$ cat src/rtl/dbt_pkg.sv
package dbt_pkg;

  typedef enum logic [2:0] {
    CMD_NOP, CMD_ACT, CMD_RD, CMD_WR, CMD_PRE, CMD_PREALL, CMD_REF, CMD_MRS
  } cmd_e;

  typedef enum logic [2:0] {
    BK_IDLE, BK_ACTIVATING, BK_ACTIVE, BK_READ, BK_WRITE,
    BK_PRECHARGING, BK_READ_AP, BK_WRITE_AP
  } bank_e;

  typedef enum logic [1:0] {
    DEV_READY, DEV_REFRESH, DEV_MODESET, DEV_PREALL
  } dev_e;

  // strobes from legality control to the state datapath
  typedef struct packed {
    logic act;
    logic rd;
    logic wr;
    logic autoPre;
    logic pre;
    logic preAll;
    logic refresh;
    logic modeSet;
    logic illegal;
  } strobe_t;

endpackage

$ cat src/rtl/dbt_control.sv
module dbt_control
  import dbt_pkg::*;
#(
  parameter int NUM_BANKS = 4,
  parameter int BANK_W    = 2
) (
  input  logic [2:0]             cmd,
  input  logic                   autoPre,
  input  logic [BANK_W-1:0]      bankAddr,
  input  logic [3*NUM_BANKS-1:0] bankStates,
  input  logic                   devReady,
  output strobe_t                stb
);

  bank_e tgtState;
  logic  tgtValid;
  logic  allIdle;
  logic  allPreOk;
  logic  legal;
  cmd_e  cmdType;

  assign cmdType = cmd_e'(cmd);

  always_comb begin
    tgtState = BK_IDLE;
    tgtValid = 1'b0;
    allIdle  = 1'b1;
    allPreOk = 1'b1;
    for (int i = 0; i < NUM_BANKS; i++) begin
      if (bankAddr == BANK_W'(i)) begin
        tgtState = bank_e'(bankStates[3*i +: 3]);
        tgtValid = 1'b1;
      end
      if (bank_e'(bankStates[3*i +: 3]) != BK_IDLE) allIdle = 1'b0;
      if (bank_e'(bankStates[3*i +: 3]) != BK_IDLE &&
          bank_e'(bankStates[3*i +: 3]) != BK_ACTIVE) allPreOk = 1'b0;
    end
  end

  always_comb begin
    unique case (cmdType)
      CMD_NOP:            legal = 1'b1;
      CMD_ACT:            legal = devReady && tgtValid && tgtState == BK_IDLE;
      CMD_RD, CMD_WR,
      CMD_PRE:            legal = devReady && tgtValid && tgtState == BK_ACTIVE;
      CMD_PREALL:         legal = devReady && allPreOk;
      CMD_REF, CMD_MRS:   legal = devReady && allIdle;
      default:            legal = 1'b0;
    endcase
  end

  always_comb begin
    stb         = '0;
    stb.autoPre = autoPre;
    stb.illegal = (cmdType != CMD_NOP) && !legal;
    if (legal) begin
      stb.act     = (cmdType == CMD_ACT);
      stb.rd      = (cmdType == CMD_RD);
      stb.wr      = (cmdType == CMD_WR);
      stb.pre     = (cmdType == CMD_PRE);
      stb.preAll  = (cmdType == CMD_PREALL);
      stb.refresh = (cmdType == CMD_REF);
      stb.modeSet = (cmdType == CMD_MRS);
    end
  end

endmodule

$ cat src/rtl/dbt_datapath.sv
module dbt_datapath
  import dbt_pkg::*;
#(
  parameter int NUM_BANKS = 4,
  parameter int BANK_W    = 2,
  parameter int T_RCD     = 2,
  parameter int T_RP      = 3,
  parameter int T_RC      = 5,
  parameter int T_MRD     = 2,
  parameter int BURST_LEN = 2
) (
  input  logic                   clk,
  input  logic                   rst_n,
  input  strobe_t                stb,
  input  logic [BANK_W-1:0]      bankAddr,
  output logic [3*NUM_BANKS-1:0] bankStates,
  output dev_e                   devState,
  output logic                   illegalFlag
);

  localparam int AP_LEN = BURST_LEN + T_RP;
  localparam int MAX_A  = (T_RCD > T_MRD) ? T_RCD : T_MRD;
  localparam int MAX_B  = (AP_LEN > T_RC) ? AP_LEN : T_RC;
  localparam int MAX_V  = (MAX_A > MAX_B) ? MAX_A : MAX_B;
  localparam int CW     = $clog2(MAX_V + 1);

  function automatic bank_e settle(input bank_e s);
    case (s)
      BK_ACTIVATING, BK_READ, BK_WRITE: settle = BK_ACTIVE;
      default:                          settle = BK_IDLE;
    endcase
  endfunction

  for (genvar g = 0; g < NUM_BANKS; g++) begin : g_bank
    bank_e         bankSt;
    logic [CW-1:0] bankCnt;
    logic          bankSel;

    assign bankSel = (bankAddr == BANK_W'(g));
    assign bankStates[3*g +: 3] = bankSt;

    always_ff @(posedge clk or negedge rst_n) begin
      if (!rst_n) begin
        bankSt  <= BK_IDLE;
        bankCnt <= '0;
      end else if (stb.preAll) begin
        bankSt  <= BK_PRECHARGING;
        bankCnt <= CW'(T_RP);
      end else if (bankSel && stb.act) begin
        bankSt  <= BK_ACTIVATING;
        bankCnt <= CW'(T_RCD);
      end else if (bankSel && stb.rd) begin
        bankSt  <= stb.autoPre ? BK_READ_AP : BK_READ;
        bankCnt <= stb.autoPre ? CW'(AP_LEN) : CW'(BURST_LEN);
      end else if (bankSel && stb.wr) begin
        bankSt  <= stb.autoPre ? BK_WRITE_AP : BK_WRITE;
        bankCnt <= stb.autoPre ? CW'(AP_LEN) : CW'(BURST_LEN);
      end else if (bankSel && stb.pre) begin
        bankSt  <= BK_PRECHARGING;
        bankCnt <= CW'(T_RP);
      end else if (bankCnt != '0) begin
        if (bankCnt == CW'(1)) bankSt <= settle(bankSt);
        bankCnt <= bankCnt - CW'(1);
      end
    end
  end

  logic [CW-1:0] devCnt;

  always_ff @(posedge clk or negedge rst_n) begin
    if (!rst_n) begin
      devState <= DEV_READY;
      devCnt   <= '0;
    end else if (stb.refresh) begin
      devState <= DEV_REFRESH;
      devCnt   <= CW'(T_RC);
    end else if (stb.modeSet) begin
      devState <= DEV_MODESET;
      devCnt   <= CW'(T_MRD);
    end else if (stb.preAll) begin
      devState <= DEV_PREALL;
      devCnt   <= CW'(T_RP);
    end else if (devCnt != '0) begin
      if (devCnt == CW'(1)) devState <= DEV_READY;
      devCnt <= devCnt - CW'(1);
    end
  end

  always_ff @(posedge clk or negedge rst_n) begin
    if (!rst_n) illegalFlag <= 1'b0;
    else        illegalFlag <= stb.illegal;
  end

endmodule

$ cat src/rtl/dram_bank_tracker.sv
module dram_bank_tracker
  import dbt_pkg::*;
#(
  parameter int NUM_BANKS = 4,
  parameter int T_RCD     = 2,
  parameter int T_RP      = 3,
  parameter int T_RC      = 5,
  parameter int T_MRD     = 2,
  parameter int BURST_LEN = 2,
  localparam int BANK_W   = (NUM_BANKS > 1) ? $clog2(NUM_BANKS) : 1
) (
  input  logic                   clk,
  input  logic                   rst_n,
  input  logic [2:0]             cmd,
  input  logic                   autoPre,
  input  logic [BANK_W-1:0]      bankAddr,
  output logic [3*NUM_BANKS-1:0] bankState,
  output logic [1:0]             devState,
  output logic                   illegalCmd
);

  strobe_t stb;
  dev_e    devSt;

  assign devState = devSt;

  dbt_control #(.NUM_BANKS(NUM_BANKS), .BANK_W(BANK_W)) u_ctrl (
    .cmd        (cmd),
    .autoPre    (autoPre),
    .bankAddr   (bankAddr),
    .bankStates (bankState),
    .devReady   (devSt == DEV_READY),
    .stb        (stb)
  );

  dbt_datapath #(
    .NUM_BANKS(NUM_BANKS), .BANK_W(BANK_W), .T_RCD(T_RCD), .T_RP(T_RP),
    .T_RC(T_RC), .T_MRD(T_MRD), .BURST_LEN(BURST_LEN)
  ) u_dp (
    .clk         (clk),
    .rst_n       (rst_n),
    .stb         (stb),
    .bankAddr    (bankAddr),
    .bankStates  (bankState),
    .devState    (devSt),
    .illegalFlag (illegalCmd)
  );

endmodule

$ cat config.mk
export PLATFORM = sky130hd
export DESIGN_NAME = dram_bank_tracker
export DESIGN_NICKNAME = d
export VERILOG_FILES = /design/src/rtl/dbt_pkg.sv /design/src/rtl/dbt_control.sv /design/src/rtl/dbt_datapath.sv /design/src/rtl/dram_bank_tracker.sv
export SDC_FILE = /design/constraint.sdc
export NUM_CORES = 1
export LEC_CHECK = 0
export ABC_AREA = 1
export BUFFER_PORTS_ARGS = -buffer_cell sky130_fd_sc_hd__buf_4
export CORE_MARGIN = 10
export CORE_UTILIZATION = 55
export DETAILED_ROUTE_END_ITERATION = 12
export PLACE_DENSITY_LB_ADDON = 0.2
export SLEW_MARGIN = 0
export SYNTH_ARGS = -nofsm -noshare
export SYNTH_HDL_FRONTEND = slang
export SYNTH_HIERARCHICAL = 1
export SYNTH_SLANG_ARGS = --single-unit
$ cat constraint.sdc
create_clock -name clk -period 2 [get_ports clk]
set_clock_uncertainty 0.1 [all_clocks]
set_input_delay 0.5 -clock clk [delete_from_list [all_inputs] [get_ports clk]]
set_output_delay 0.5 -clock clk [all_outputs]
set_load 0.05 [all_outputs]
==> results by group <==
Setup path
  – CP Cell Sequence: o21ai_1, nand2_1, nand2_1, nand3_1, nand2_1, inv_1, nand2_1, nand2_2, nand2_4, buf_12, nor2_2, inv_2, nand2_8, nand2_4, nand2_4, nor2_4, a21oi_1, nand2_1, nand2_1
  – Most used cell, CP: nand2_1
  – Crit. End Element: flop
  – Crit Path Category: flop to flop
  – Crit path arrival time: 2.39 ns
  – CP max stage cell: dfrtp_2
  – Family with the most delay on the worst path: simple AND/OR/NAND/NOR gates
  – CP required: 2.08 ns
  – Worst setup SP type: flop
  – Largest stage delay on the critical path: 0.44 ns
  – Worst Path Buf+Inv: 3
  – Critical-path maximum fanout: 7

Detailed routing
  – Antenna-violating nets left: 0
  – Final wirelength: 7730 µm
  – DRC Markers: 0
  – Detailed Routing Iterations Pass 1: 4
  – Via count: 2,795
  – Iteration-0 DRC Markers: 130
  – DR vias/cell: 5.30
  – Post-DR wirelength/cell: 14.7 µm

Die
  – Initial Util: 0.567
  – IO Count: 23
  – Core area: 4720 µm²
  – Cell Rows: 25
  – Die height: 89.8 µm
  – Die area: 8060 µm²
  – Die width: 89.8 µm

Job
  – Max Cap Viol: 0

Global route
  – Final global-route overflow total: 0
  – Vias in the first global route: 2,702
  – First-pass GRT wire length: 11,900 µm
  – Largest net degree at the start of global routing: 31
  – Initial antenna violation count: 0
  – Total GRT Usage: 0.172

Placed design
  – Dpl cell area: 3330 µm²
  – Post-DP HPWL: 5140 µm
  – RePlAce Congestion: 0.920
  – Count of input and output buffers: 22

Timing
  – Max Fclk: 432 MHz
  – Post-route setup slack: -0.316 ns
  – Worst slew margin: 0.733
  – Post-layout min period: 2.32 ns
  – Final setup viols: 29
  – Final period util: 1.16
  – Final Hold Viols: 0
  – Worst-Margin Slew: 0.400 ns
  – RSZ-0062 raised after global routing: true
  – Hold WS: 0.0363 ns
  – Pins Over Slew Limit: 0
  – Sum Neg Setup Slack: -6.29 ns

Hold path
  – HP Class: primary input to asynchronous set/reset pin

Power
  – Leakage: 2.00 nW
  – Peak VDD IR: 0.721 mV
  – Pwr Density: 1200 nW/µm²
  – Power after layout: 0.00454 W

Clock network
  – Worst skew pair latency: 0.29 ns
  – Clk slew on worst S/H paths: 0.07 ns
  – CTS sink cnt: 30
  – Clk buf depth: 2
  – H-tree depth: 2
  – Root Buffer Master: clkbuf_8
  – CTS tree: done
  – CTS Buf Count: 5

Synthesis
  – Largest area contributor in the netlist: dfrtp_1
  – Synth Area per Inst: 7.18 µm²
  – Synth top area cells: dfrtp_1 28%, nand2_1 11%, nand3_1 7.3%
  – Synth Cell Area: 2680 µm²
  – Post-synth cell types: 37
  – Synth warn: 6
  – Yosys top cell area share: 0.280
  – Yosys reg bits: 30
  – Post-synthesis sequential area ratio: 0.280
  – Post-Syn Nets: 396
  – Synth Instances: 373

Run status
  – Violated checks: setup timing
  – Status: finished with violations

Final layout
  – FF/Latch Area: 766 µm²
  – Fillers: 313
  – Area of the multi-input gates: 1910 µm²
  – Most frequent cells in the layout: 80 x buf_4, 66 x nand2_1, 45 x inv_1, 34 x nand3_1, 21 x nor2_1
  – Most common cell after layout, fill and taps aside: buf_4
  – Final instance area: 3770 µm²
  – NumNets Final: 482
  – Diode count: 0
  – Layout cells sized above 1: 0.461
  – Area grow syn2layout: 40.9%
  – Utilization after layout: 0.799
==> metrics by stage <==
stage                     instances  setup slack (ns)
after floorplan                 373            -0.186
after global placement          505            -0.392
after detailed placement        505            -0.430
after CTS                       519            -0.222
after global routing            527            -0.466
final                           527            -0.316
==> logic make-up (layout without fill, tap and decap cells) <==
logic type | count (synthesis) | count (layout) | share of synthesized area
adder cells (fa/ha/maj) | 15 | 15 | 0.0701
buffers and inverters | 64 | 151 | 0.114
flip-flops | 30 | 30 | 0.280
AND/OR/NAND/NOR | 215 | 215 | 0.425
AO/OA/AOI/OAI | 45 | 45 | 0.0976
XOR/XNOR | 4 | 4 | 0.0131
==> routing by layer <==
layer | share of wire | vias to the layer above | wire (µm) | global-route usage
li1 | - | 1377 | - | -
met1 | 0.40 | 1312 | 3100 | 0.195
met2 | 0.52 | 84 | 4020 | 0.303
met3 | 0.049 | 22 | 377 | 0.0349
met4 | 0.030 | 0 | 230 | 0.0782
met5 | 0 | - | 0 | 0
==> cell type report <==
cell class                      instances  share of cell area
Sequential cell                        30               0.203
Clock buffer                            7              0.0229
Multi-Input combinational cell        279               0.506
Timing Repair Buffer                   88               0.185
Tap cell                               67              0.0222
Inverter                               55              0.0593
Clock inverter                          1             0.00133
==> where the power goes <==
part | internal [W] | switching, W | leakage [nW]
registers | 0.000896 | 0.000246 | 0.356
clock network | 0.000278 | 0.000249 | 0.0482
logic | 0.00118 | 0.00169 | 1.59
total | 0.00235 | 0.00219 | 2.00
==> sequential cells by signal, summed over array words and instances, names as in the netlist <==
signal               flops
u_dp/g_bank.bankCnt     12
u_dp/g_bank.bankSt      12
u_dp/devCnt              3
u_dp/devState            2
u_dp/illegalFlag         1
==> cell usage after synthesis <==
cell type and n:
inv_6 3, a21boi_0 2, xnor2_1 1, nand3_4 2, nor4_1 1, buf_4 3, o211ai_1 1, nor2_1 40
nor2_2 4, o31ai_1 1, o21ai_2 3, o21ai_1 5, a21oi_1 18, nand2_4 9, and2_1 2, nor3_1 5
nand2_1 80, dfrtp_1 30, xor2_1 3, inv_1 48, nand4_1 6, o21ai_0 10, nor2_8 2, nand3_2 6
o21a_1 1, nand2_2 10, nor2_4 5, o311ai_1 3, o22ai_1 1, ha_1 15, buf_2 1, nand3_1 39
nand3b_1 2, or2_2 1, nor3_2 1, buf_6 5, inv_2 4
==> final timing paths <==
path	startpoint	endpoint	cells past startpoint	slack, ns
worst max-delay path	u_dp/g_bank[0].bankSt[1]$_DFFE_PN0P_	u_dp/g_bank[0].bankSt[1]$_DFFE_PN0P_	19	-0.32
worst min-delay path	rst_n	u_dp/g_bank[0].bankCnt[0]$_DFFE_PN0P_	1	0.04
worst max register to register	u_dp/g_bank[0].bankSt[1]$_DFFE_PN0P_	u_dp/g_bank[0].bankSt[1]$_DFFE_PN0P_	19	-0.32
worst min register to register	u_dp/g_bank[2].bankCnt[1]$_DFFE_PN0P_	u_dp/g_bank[2].bankCnt[1]$_DFFE_PN0P_	2	0.42
max in group asynchronous	rst_n	u_dp/g_bank[2].bankSt[0]$_DFFE_PN0P_	1	1.45
min in group clk	u_dp/g_bank[2].bankCnt[1]$_DFFE_PN0P_	u_dp/g_bank[2].bankCnt[1]$_DFFE_PN0P_	2	0.42
==> worst reg2reg max path: cells and delay by family (launching register included) <==
| family | cells | cell delay, ns |
|---|---|---|
| compound gates | 2 | 0.24 |
| flops | 1 | 0.44 |
| simple gates | 14 | 1.16 |
| buf+inv | 3 | 0.26 |
==> timing repair <==
item / CTS / global route
setup buffers: 6 / 8
hold buffers: 0 / 0
resized for setup: 21 / 49
setup endpoints to repair: 29 / 29
gates cloned: 0 / 0
pin swaps: 7 / 14
(Power assumes the default switching activity.)
